### config.mk
export PLATFORM = sky130hd
export DESIGN_NAME = uart_irq_ctrl
export DESIGN_NICKNAME = d
export VERILOG_FILES = /design/src/rtl/uart_irq_pkg.sv /design/src/rtl/uart_irq_modem_sync.sv /design/src/rtl/uart_irq_level_src.sv /design/src/rtl/uart_irq_status_reg.sv /design/src/rtl/uart_irq_ctrl.sv
export SDC_FILE = /design/constraint.sdc
export NUM_CORES = 1
export LEC_CHECK = 0
export ABC_CLOCK_PERIOD_IN_PS = 1250
export BUFFER_PORTS_ARGS = -buffer_cell sky130_fd_sc_hd__buf_2
export CORE_ASPECT_RATIO = 0.75
export CORE_UTILIZATION = 35
export DETAILED_ROUTE_END_ITERATION = 6
export SLEW_MARGIN = 5
export SYNTH_ARGS = -nofsm -noshare
export SYNTH_HDL_FRONTEND = slang
export SYNTH_HIERARCHICAL = 1
export SYNTH_SLANG_ARGS = --single-unit
### constraint.sdc
create_clock -name clk_i -period 1.25 [get_ports clk_i]
set_input_delay 0.1875 -clock clk_i [delete_from_list [all_inputs] [get_ports clk_i]]
set_output_delay 0.1875 -clock clk_i [all_outputs]
set_load 0.005 [all_outputs]
### src/rtl/uart_irq_pkg.sv
package uart_irq_pkg;
  localparam int unsigned NUM_MODEM = 4;
  localparam int unsigned NUM_ERR   = 4;
  localparam int unsigned MS_LSB    = 0;
  localparam int unsigned RX_BIT    = NUM_MODEM;
  localparam int unsigned TX_BIT    = NUM_MODEM + 1;
  localparam int unsigned ERR_LSB   = NUM_MODEM + 2;
  localparam int unsigned NUM_SRC   = NUM_MODEM + NUM_ERR + 2;
  localparam int unsigned SYNC_LEN  = 3;

  typedef enum logic [1:0] {
    ADDR_MASK   = 2'd0,
    ADDR_CLEAR  = 2'd1,
    ADDR_RAW    = 2'd2,
    ADDR_MASKED = 2'd3
  } reg_addr_e;
endpackage

### src/rtl/uart_irq_modem_sync.sv
module uart_irq_modem_sync #(
  parameter int unsigned N = 4
) (
  input  logic         clk_i,
  input  logic         rst_ni,
  input  logic [N-1:0] line_i,
  output logic [N-1:0] chg_o
);
  import uart_irq_pkg::*;

  // compare starts only once the sync chain and the previous sample hold real values
  logic [SYNC_LEN-1:0] prime_q;
  always_ff @(posedge clk_i or negedge rst_ni) begin
    if (!rst_ni) prime_q <= '0;
    else         prime_q <= {prime_q[SYNC_LEN-2:0], 1'b1};
  end

  for (genvar i = 0; i < N; i++) begin : g_line
    logic s1_q, s2_q, prev_q;
    always_ff @(posedge clk_i or negedge rst_ni) begin
      if (!rst_ni) begin
        s1_q   <= 1'b0;
        s2_q   <= 1'b0;
        prev_q <= 1'b0;
      end else begin
        s1_q   <= line_i[i];
        s2_q   <= s1_q;
        prev_q <= s2_q;
      end
    end
    assign chg_o[i] = prime_q[SYNC_LEN-1] & (s2_q ^ prev_q);
  end
endmodule

### src/rtl/uart_irq_level_src.sv
module uart_irq_level_src #(
  parameter int unsigned LVL_W = 5,
  parameter bit          IS_TX = 1'b0
) (
  input  logic             clk_i,
  input  logic             rst_ni,
  input  logic             fifo_en_i,
  input  logic [LVL_W-1:0] level_i,
  input  logic [LVL_W-1:0] trig_i,
  input  logic             clr_i,
  output logic             raw_o
);
  logic cond, cond_q, raw_q;

  if (IS_TX) begin : g_tx
    always_comb cond = fifo_en_i ? (level_i <= trig_i) : (level_i == '0);
  end else begin : g_rx
    always_comb cond = fifo_en_i ? (level_i >= trig_i) : (level_i != '0);
  end

  // a fresh rise sets, a software clear holds it low until the next rise
  always_ff @(posedge clk_i or negedge rst_ni) begin
    if (!rst_ni) begin
      cond_q <= 1'b0;
      raw_q  <= 1'b0;
    end else begin
      cond_q <= cond;
      raw_q  <= cond & ((cond & ~cond_q) | (raw_q & ~clr_i));
    end
  end

  assign raw_o = raw_q;
endmodule

### src/rtl/uart_irq_status_reg.sv
module uart_irq_status_reg #(
  parameter int unsigned N_STICKY = 8,
  parameter int unsigned N_MASK   = 10
) (
  input  logic                clk_i,
  input  logic                rst_ni,
  input  logic [N_STICKY-1:0] set_i,
  input  logic [N_STICKY-1:0] clr_i,
  input  logic                mask_we_i,
  input  logic [N_MASK-1:0]   mask_d_i,
  output logic [N_STICKY-1:0] sticky_o,
  output logic [N_MASK-1:0]   mask_o
);
  logic [N_STICKY-1:0] sticky_q;
  logic [N_MASK-1:0]   mask_q;

  always_ff @(posedge clk_i or negedge rst_ni) begin
    if (!rst_ni) begin
      sticky_q <= '0;
      mask_q   <= '0;
    end else begin
      sticky_q <= set_i | (sticky_q & ~clr_i);  // set wins
      if (mask_we_i) mask_q <= mask_d_i;
    end
  end

  assign sticky_o = sticky_q;
  assign mask_o   = mask_q;
endmodule

### src/rtl/uart_irq_ctrl.sv
module uart_irq_ctrl #(
  parameter int unsigned LVL_W = 5
) (
  input  logic                               clk_i,
  input  logic                               rst_ni,
  input  logic                               fifo_en_i,
  input  logic [LVL_W-1:0]                   rx_level_i,
  input  logic [LVL_W-1:0]                   rx_trig_i,
  input  logic [LVL_W-1:0]                   tx_level_i,
  input  logic [LVL_W-1:0]                   tx_trig_i,
  input  logic [uart_irq_pkg::NUM_ERR-1:0]   rx_err_i,
  input  logic [uart_irq_pkg::NUM_MODEM-1:0] modem_i,
  input  logic                               reg_wr_i,
  input  logic [1:0]                         reg_addr_i,
  input  logic [uart_irq_pkg::NUM_SRC-1:0]   reg_wdata_i,
  output logic [uart_irq_pkg::NUM_SRC-1:0]   reg_rdata_o,
  output logic                               irq_rx_o,
  output logic                               irq_tx_o,
  output logic                               irq_err_o,
  output logic                               irq_ms_o,
  output logic                               irq_o
);
  import uart_irq_pkg::*;

  localparam int unsigned N_STICKY = NUM_MODEM + NUM_ERR;

  logic [NUM_SRC-1:0]   clr_vec, raw_vec, mask_vec, masked_vec;
  logic [NUM_MODEM-1:0] ms_chg;
  logic [N_STICKY-1:0]  sticky, sticky_set, sticky_clr;
  logic                 rx_raw, tx_raw, clr_wr, mask_wr;

  assign clr_wr  = reg_wr_i & (reg_addr_i == ADDR_CLEAR);
  assign mask_wr = reg_wr_i & (reg_addr_i == ADDR_MASK);
  assign clr_vec = clr_wr ? reg_wdata_i : '0;

  uart_irq_modem_sync #(.N(NUM_MODEM)) u_ms (
    .clk_i  (clk_i),
    .rst_ni (rst_ni),
    .line_i (modem_i),
    .chg_o  (ms_chg)
  );

  uart_irq_level_src #(.LVL_W(LVL_W), .IS_TX(1'b0)) u_rx (
    .clk_i     (clk_i),
    .rst_ni    (rst_ni),
    .fifo_en_i (fifo_en_i),
    .level_i   (rx_level_i),
    .trig_i    (rx_trig_i),
    .clr_i     (clr_vec[RX_BIT]),
    .raw_o     (rx_raw)
  );

  uart_irq_level_src #(.LVL_W(LVL_W), .IS_TX(1'b1)) u_tx (
    .clk_i     (clk_i),
    .rst_ni    (rst_ni),
    .fifo_en_i (fifo_en_i),
    .level_i   (tx_level_i),
    .trig_i    (tx_trig_i),
    .clr_i     (clr_vec[TX_BIT]),
    .raw_o     (tx_raw)
  );

  assign sticky_set = {rx_err_i, ms_chg};
  assign sticky_clr = {clr_vec[ERR_LSB +: NUM_ERR], clr_vec[MS_LSB +: NUM_MODEM]};

  uart_irq_status_reg #(.N_STICKY(N_STICKY), .N_MASK(NUM_SRC)) u_stat (
    .clk_i     (clk_i),
    .rst_ni    (rst_ni),
    .set_i     (sticky_set),
    .clr_i     (sticky_clr),
    .mask_we_i (mask_wr),
    .mask_d_i  (reg_wdata_i),
    .sticky_o  (sticky),
    .mask_o    (mask_vec)
  );

  assign raw_vec    = {sticky[N_STICKY-1 -: NUM_ERR], tx_raw, rx_raw, sticky[NUM_MODEM-1:0]};
  assign masked_vec = raw_vec & mask_vec;

  always_comb begin
    unique case (reg_addr_i)
      ADDR_MASK:   reg_rdata_o = mask_vec;
      ADDR_RAW:    reg_rdata_o = raw_vec;
      ADDR_MASKED: reg_rdata_o = masked_vec;
      default:     reg_rdata_o = '0;
    endcase
  end

  assign irq_rx_o  = raw_vec[RX_BIT] & mask_vec[RX_BIT];
  assign irq_tx_o  = raw_vec[TX_BIT] & mask_vec[TX_BIT];
  assign irq_err_o = |(raw_vec[ERR_LSB +: NUM_ERR] & mask_vec[ERR_LSB +: NUM_ERR]);
  assign irq_ms_o  = |(raw_vec[MS_LSB +: NUM_MODEM] & mask_vec[MS_LSB +: NUM_MODEM]);
  assign irq_o     = |masked_vec;
endmodule

# --- Word level (Yosys, flattened, before mapping) ---
# Cells that the tools add are included.
classes:
  magnitude_cmp: 2
  eq_ne: 3
  n_mux: 4
  n_bitwise: 30
  reduce_logical: 6
ops:
  columns: ["op", "count"]
  rows:
  - ["10-bit case mux with 3 select lines", 1]
  - ["1-bit AND", 14]
  - ["10-bit AND", 1]
  - ["10-bit two-way mux", 1]
  - ["10-bit OR reduction", 1]
  - ["4-bit AND", 2]
  - ["8-bit AND", 1]
  - ["8-bit NOT", 1]
  - ["8-bit bitwise OR", 1]
  - ["4-bit OR reduction", 2]
  - ["5-bit greater-or-equal comparator", 1]
  - ["5-bit <= comparator", 1]
  - ["5-bit zero test", 1]
  - ["5-bit nonzero test", 1]
  - ["2-bit equality test, second input constant", 2]
  - ["1-bit NOT", 4]
  - ["1-bit XOR", 4]
  - ["2-bit by 1-bit equality test with 1-bit output, second input constant", 1]
  - ["2-bit zero test", 1]
  - ["1-bit two-way mux", 2]
  - ["1-bit bitwise OR", 2]
totals:
  ff_bits: 37
  inputBits: 44
  output_inout_bits: 15
  elab_cells: 64

# --- Depth between registers and ports, before layout ---
# Gate-level depths: netlist (run 1).
depth:
  ltp_word: 7
  depth_mapped: 6
  mapped_depth_nobuf: 5

# --- Cells and area by module ---
# The synthesis (run 1) kept the hierarchy.
by_module_without_submodules:
  columns: ["module", "n_inst", "cells_per_inst", "area_per_inst_um2", "seq_area_each_um2"]
  rows:
  - ["uart_irq_status_reg", 1, 45, 701.9, 450.4]
  - ["uart_irq_modem_sync", 1, 24, 439.2, 375.4]
  - ["uart_irq_ctrl", 1, 53, 347.8, 0.0]
  - ["uart_irq_level_src at u_tx", 1, 28, 222.7, 50.0]
  - ["uart_irq_level_src at u_rx", 1, 26, 219.0, 50.0]

# --- Least setup slack after synthesis (run 1) ---
# No wires, ideal clock.
synth_path:
  kind: "reg-to-output"
  from: "reg u_stat.sticky_q[2] (netlist: u_stat/sticky_o[2])"
  to: "out irq_o"
  t_arrival_ns: 1.181
  t_required_ns: 1.062
  slack_ns: -0.119
  path_stages_with_launch: 4
  n_path_buf: 0
  path_cell_list: "dfrtp_1 a22oi_1 nand2_1 or4_1"
synth_via:
  elab_chain_len: 2
synth_lines:
  columns: ["element", "line_no", "source"]
  rows:
  - ["from (decl)", "uart_irq_status_reg.sv:14", "logic [N_STICKY-1:0] sticky_q;"]
  - ["from (signal assigned)", "uart_irq_status_reg.sv:22", "sticky_q <= set_i | (sticky_q & ~clr_i);"]
  - ["10-bit AND", "uart_irq_ctrl.sv:78", "assign masked_vec = raw_vec & mask_vec;"]
  - ["10-bit OR reduction", "uart_irq_ctrl.sv:93", "assign irq_o = |masked_vec;"]
  - ["to (decl)", "uart_irq_ctrl.sv:21", "output logic irq_o"]
# No other way between the ends.

# --- Worst setup path in the final report (run 1) ---
# Ends and elaborated chain as after synthesis.

==> metrics.txt, run 1 <==
grt ovf=0; hold path startpoint=modem_i[2]; Nets=332; pin count of the biggest net entering global routing=38; Finished Core Util=0.533; Synth-to-Final Area Change=47.1%; die footprint=5820 sq um; most common cell after layout, fill and taps aside=buf_2; hold path cells=1; post-synthesis adder-cell area fraction=0.0648; Sink Count=37; PD cells=1110 nW/um^2; Initial DRC Count=74; via/cell ratio=4.42; WL final=4.11 mm; Worst setup EP type=primary output; CTS buffer count=5; Clock transition at path regs=0.06 ns; Post-Place Cells=341; Leakage=1.40 nW; vias in the first global route=1386; global placement routability congestion=0.722; final worst path period need=1.75 ns; cells on worst reg2reg path=3; DR vias=1560; Startpoint Class=register; gr usage total=0.148; commonest cells after routing, fill and taps aside=55 x buf_2, 37 x dfrtp_1, 22 x buf_4, 20 x buf_6, 20 x inv_1; first-pass GRT wire length=6.30 mm; largest family of logic cells by synthesized area=simple AND/OR/NAND/NOR gates; Bufs on Longest Clock Path=2; TritonCTS clock tree=built; Pins Over Slew Limit=0; DIE HEIGHT=66.3 microns; Setup-failing EPs final=14; Place WS=-0.290 ns; DR WL/cell=11.6 microns; syn nets=230; WS Path Type=register to primary output; status=finished, violations left; Hold Crit Class=input port to register; post-synthesis mux area share=0.124; antenna viol nets, final=0; WP data required=1.06 ns; Syn Area/Cell=11.0 sq um; Core ar.=5320 sq um; Yosys warning count=6; Register-to-Register Setup Slack=0.25 ns; Row Count=23; CTS root buffer=clkbuf_8; fillcell total=493; Hold Vio Cnt, Final=0; Max VDD drop=0.514 mV; Ports=59; Antenna Cells=0; detailed-route DRC error count=0; Final period util=1.40; PnR worst setup slack=-0.500 ns; worst r2r dst=u_stat/mask_o[6]; worst skew pair latency=0.28 ns; RSZ-0062 raised after global routing=yes; register bit total from synthesis=37; IO Port Bufs=58; Post-Syn Area=1930 sq um; start of the worst register-to-register path=u_stat/mask_o[6]; Total Power=3.16 mW; failing checks=setup timing; worst hold endpoint=u_ms/g_line[2].s1_q; total iterations of the first detailed-routing run=4; layout cells sized above 1=0.457; register area share after synthesis=0.480; die width=87.8 microns; post-DP HPWL=3.15 mm; Simple-Gate Fraction of Synth Area=0.143; Max Cap Viol=0; Synth Area in Compound Gates=0.115; crit path DAT=1.56 ns; Unique masters post-synth=34; initial antenna violation count=0; Max H-tree Level=2; Hold Slack=0.0125 ns; Initial Util=0.363; final instance count without filler cells=353; Clock Skews=0.00266 ns; critical-path maximum fanout=2; Achievable Freq=0.571 GHz; xor/xnor share of the synthesized area=0.0181; Syn Inst Count=176
Yosys cell counts (all sizes together):
cell type,n,area [sq um]
nand4,1,6.26
a21o,8,60.1
mux2i,9,90.1
xor2,4,35.0
nor2,2,7.51
nor4b,1,8.76
o22ai,1,6.26
o2111ai,1,8.76
nor3,2,15.0
o2bb2ai,4,35.0
o2bb2a,1,10.0
o21ai,10,50.1
and3b,1,8.76
and3,1,7.51
nand2,9,33.8
nor3b,1,7.51
o2111a,1,11.3
a22oi,4,30.0
mux2,10,150
conb,1,3.75
nand3,7,35.0
a21oi,2,10.0
and2,17,106
ha,10,125
or4,2,15.0
nand2b,1,6.26
nor2b,2,12.5
nor4,1,6.26
clkbuf,3,11.3
dfrtp,37,926
inv,20,75.1
buf,2,16.3
sequential cells by signal, indices dropped and copies added, names as in the netlist:
register	count
u_stat/mask_o	10
u_stat/sticky_o	8
u_ms/g_line.prev_q	4
u_ms/g_line.s1_q	4
u_ms/g_line.s2_q	4
u_ms/prime_q	3
u_rx/cond_q	1
u_rx/raw_o	1
u_tx/cond_q	1
u_tx/raw_o	1
report_power, final:
part / switching, mW / internal, mW
Clock: 0.375 / 0.437
Combinational: 0.358 / 0.584
Sequential: 0.0801 / 1.32
Total: 0.813 / 2.34
worst max-delay path: stages, from the launching register on:
cell and delay [ns]:
dfrtp_1 0.40, a22oi_2 0.20, nand2_1 0.08, or4_1 0.46, buf_2 0.14
final cells by class:
class / count / area (sq um) / area share
Sequential cell: 37 / 926 / 0.326
Clock buffer: 7 / 86.3 / 0.0304
Tap cell: 75 / 93.8 / 0.0331
Inverter: 20 / 75.1 / 0.0264
Multi-Input combinational cell: 114 / 952 / 0.335
Timing Repair Buffer: 100 / 706 / 0.249
kinds of logic (layout without fill, tap and decap cells):
group                      after synthesis  in the layout
adders and majority gates               10             10
AOI/OAI and AO/OA                       32             32
and+or+nand+nor                         48             48
xor gates and xnor gates                 4              4
DFF                                     37             37
muxes                                   19             19
other                                    1              1
buffers and inverters                   25            127
timing repair:
action / in CTS / in global routing
resized for setup: 30 / 10
hold buffers: 1 / 1
setup endpoints to repair: 15 / 15
endpoints found under the hold margin: 37 / 1
pin swaps: 9 / 8
setup buffers: 4 / 5
per-layer routing:
| metal | vias to the layer above | global-route usage | part of all wire |
|---|---|---|---|
| li1 | 812 | - | - |
| met1 | 718 | 0.199 | 0.51 |
| met2 | 27 | 0.232 | 0.46 |
| met3 | 3 | 0.0312 | 0.028 |
| met4 | 0 | 0.0615 | 0.0066 |
| met5 | - | 0 | 0 |
how the worst max path moves through the flow:
| stage | startpoint | endpoint | slack, ns |
|---|---|---|---|
| floorplan | u_stat/mask_o[6] | irq_o | -0.11 |
| global placement | u_stat/mask_o[9] | irq_o | -0.28 |
| detailed placement | u_stat/mask_o[9] | irq_o | -0.29 |
| CTS | u_stat/mask_o[2] | irq_o | -0.55 |
| global route | u_stat/sticky_o[2] | irq_o | -0.57 |
| finish | u_stat/sticky_o[2] | irq_o | -0.50 |
stage by stage:
stage / cell area [sq um] / TNS (ns)
6_report: 2840 / -1.66
4_1_cts: 2780 / -1.74
2_1_floorplan: 1930 / -0.115
3_3_place_gp: 2580 / -0.343
3_5_place_dp: 2580 / -0.390
5_1_grt: 2840 / -2.53
Note: power is estimated with default switching activity, not from simulation.
==> run 2: changes to the inputs <==
--- a/config.mk
+++ b/config.mk
@@ -10,6 +10,8 @@
 export CORE_ASPECT_RATIO = 0.75
 export CORE_UTILIZATION = 35
 export DETAILED_ROUTE_END_ITERATION = 6
+export PLACE_DENSITY = 0.67
+export RECOVER_POWER = 100
 export SLEW_MARGIN = 5
 export SYNTH_ARGS = -nofsm -noshare
 export SYNTH_HDL_FRONTEND = slang
==> run 2 against run 1 <==
  * The run still ends with setup timing left
  * Combinational power down 1%
  * Register-to-register slack worse by 0.18 ns
  * Clock power up 3.3%
  * Final area is the same
  * Die area did not move
  * Largest cell class unchanged
==> metrics.txt, run 2 (synthesized netlist as in run 1, its figures left out) <==
final worst path period need=1.80 ns (+0.0536 ns); Setup-failing EPs final=13 (-1); Startpoint Class=register; max incr delay on CP=0.50 ns (+0.04 ns); first-pass GRT wire length=7.32 mm (+16%); Initial Util=0.363 (unchanged); die footprint=5820 sq um (unchanged); detailed-route DRC error count=0 (unchanged); crit path DAT=1.62 ns (+0.06 ns); Pins Over Slew Limit=0 (unchanged); critical-path maximum fanout=2 (unchanged); Max Cap Viol=0 (unchanged); Synth-to-Final Area Change=47.1% (unchanged); gr usage total=0.168 (+0.0192); DIE HEIGHT=66.3 microns (unchanged); DR WL/cell=12.9 microns (+11%); start of the worst register-to-register path=u_rx/raw_o; Leakage=1.38 nW (-1.6%); Top Family by Delay on Critical Path=simple AND/OR/NAND/NOR gates; Clock transition at path regs=0.07 ns (about the same); Core ar.=5320 sq um (unchanged); PnR worst setup slack=-0.553 ns (-0.0536 ns); IO Port Bufs=58 (unchanged); Hold Vio Cnt, Final=0 (unchanged); area of the multi-input gates=952 sq um (unchanged); Finished Core Util=0.533 (unchanged); status=finished, violations left; commonest cells after routing, fill and taps aside=55 x buf_2, 37 x dfrtp_1, 20 x buf_4, 20 x inv_1; global placement routability congestion=0.726 (+0.60%); RSZ-0062 raised after global routing=yes; final instance count without filler cells=362 (+2.5%); Crit. Startpoint=u_stat/sticky_o[0]; Max VDD drop=0.519 mV (+1.1%); TritonCTS clock tree=built; via/cell ratio=4.42 (about the same); sequential cell area=926 sq um (unchanged); max FFs per register=10 (unchanged); PD cells=1120 nW/um^2 (+0.35%); CTS root buffer=clkbuf_8; Hold Slack=0.0894 ns (+0.0769 ns); most common cell after layout, fill and taps aside=buf_2; Hold Crit Class=input port to register; setup_tns=-2.51 ns (-0.858 ns); CTS buffer count=5 (unchanged); pin count of the biggest net entering global routing=24 (-37%); Final period util=1.44 (+0.0429); fillcell total=495 (+0.41%); vias in the first global route=1560 (+13%); Buf/Inv on CP=1 (unchanged); grt ovf=0 (unchanged); Max H-tree Level=2 (unchanged); Ports=59 (unchanged); initial antenna violation count=0 (unchanged); total iterations of the first detailed-routing run=4 (unchanged); Clock Skews=0.00328 ns (+0.000623 ns); DR vias=1600 (+2.6%); WP data required=1.06 ns (about the same); Sink Count=37 (unchanged); Row Count=23 (unchanged); Antenna Cells=0 (unchanged); Initial DRC Count=64 (-14%); slowest CP cell=or4_1; WS Path Type=register to primary output; die width=87.8 microns (unchanged); Bufs on Longest Clock Path=2 (unchanged); CP cell instances=a22oi_2 > nand2_1 > or4_1 > buf_2; Achievable Freq=0.555 GHz (-3.0%); antenna viol nets, final=0 (unchanged); failing checks=setup timing; post-DP HPWL=3.44 mm (+9.0%); Post-Place Cells=339 (-0.59%); layout cells sized above 1=0.408 (-0.0492); Nets=341 (+2.7%); hold path startpoint=rx_err_i[2]; Worst setup EP type=primary output; WL final=4.66 mm (+13%); worst skew pair latency=0.29 ns (about the same)
[run 2: changes by cell type in the layout (fill, tap and decap cells not counted), moves of 2 or more]
cell / delta
clkbuf_1: +10
clkbuf_4: +3
clkdlybuf4s25_1: +2
buf_6: -8
and2_0: +5
and2_1: -4
mux2i_2: -2
buf_4: -2
dlygate4sd3_1: +3
[run 2: path summary, 6_finish.rpt]
check | cells after the start | slack [ns] | to
setup / recovery | 4 | -0.55 | irq_o
hold / removal | 2 | 0.09 | u_stat/sticky_o[6]
setup reg to reg | 5 | 0.07 | u_rx/raw_o
hold reg to reg | 0 | 0.35 | u_ms/g_line[0].s2_q
max in group asynchronous | 3 | 0.19 | u_stat/sticky_o[6]
min in group asynchronous | 2 | 0.35 | u_ms/g_line[0].s2_q
[run 2: worst reg2reg max path, delay by kind of cell (launching register included)]
kind,cells,cell delay [ns]
simple gates,1,0.27
compound gates,1,0.12
flops,1,0.34
buf+inv,3,0.34
[run 2: final cells by class]
class,count,share of cell area
repair buffers,109,0.249
inverters,20,0.0264
flip-flops and latches,37,0.326
multi-input cells,114,0.335
well taps,75,0.0331
clock buffers,7,0.0304
[run 2: timing repair]
item / 4_1_cts / 5_1_grt
gates resized for setup: 25 / 15
buffers inserted: 6 / 11
setup endpoints to repair: 13 / 13
pin swaps: 9 / 8
endpoints found under the hold margin: 18 / 0
hold buffers: 5 / 0
[run 2: metal layers]
layer	wire, microns	global-route usage
met5	0	0
met3	183	0.0524
met1	2340	0.240
met4	35	0.0430
met2	2110	0.242
[run 2: power by group]
| group | leakage [nW] | total (mW) | internal [mW] | switching, mW |
|---|---|---|---|---|
| Sequential | 0.418 | 1.40 | 1.32 | 0.0769 |
| Clock | 0.0443 | 0.839 | 0.437 | 0.401 |
| Combinational | 0.917 | 0.930 | 0.548 | 0.382 |
| Total | 1.38 | 3.17 | 2.31 | 0.860 |
[run 2: metrics by stage]
step	total power, mW	instance area, sq um	setup WS, ns
6_report	3.17	2840	-0.553
5_1_grt	3.35	2840	-0.633
4_1_cts	3.15	2790	-0.550
3_5_place_dp	2.21	2570	-0.252
3_3_place_gp	2.18	2570	-0.243
2_1_floorplan	1.78	1930	-0.115
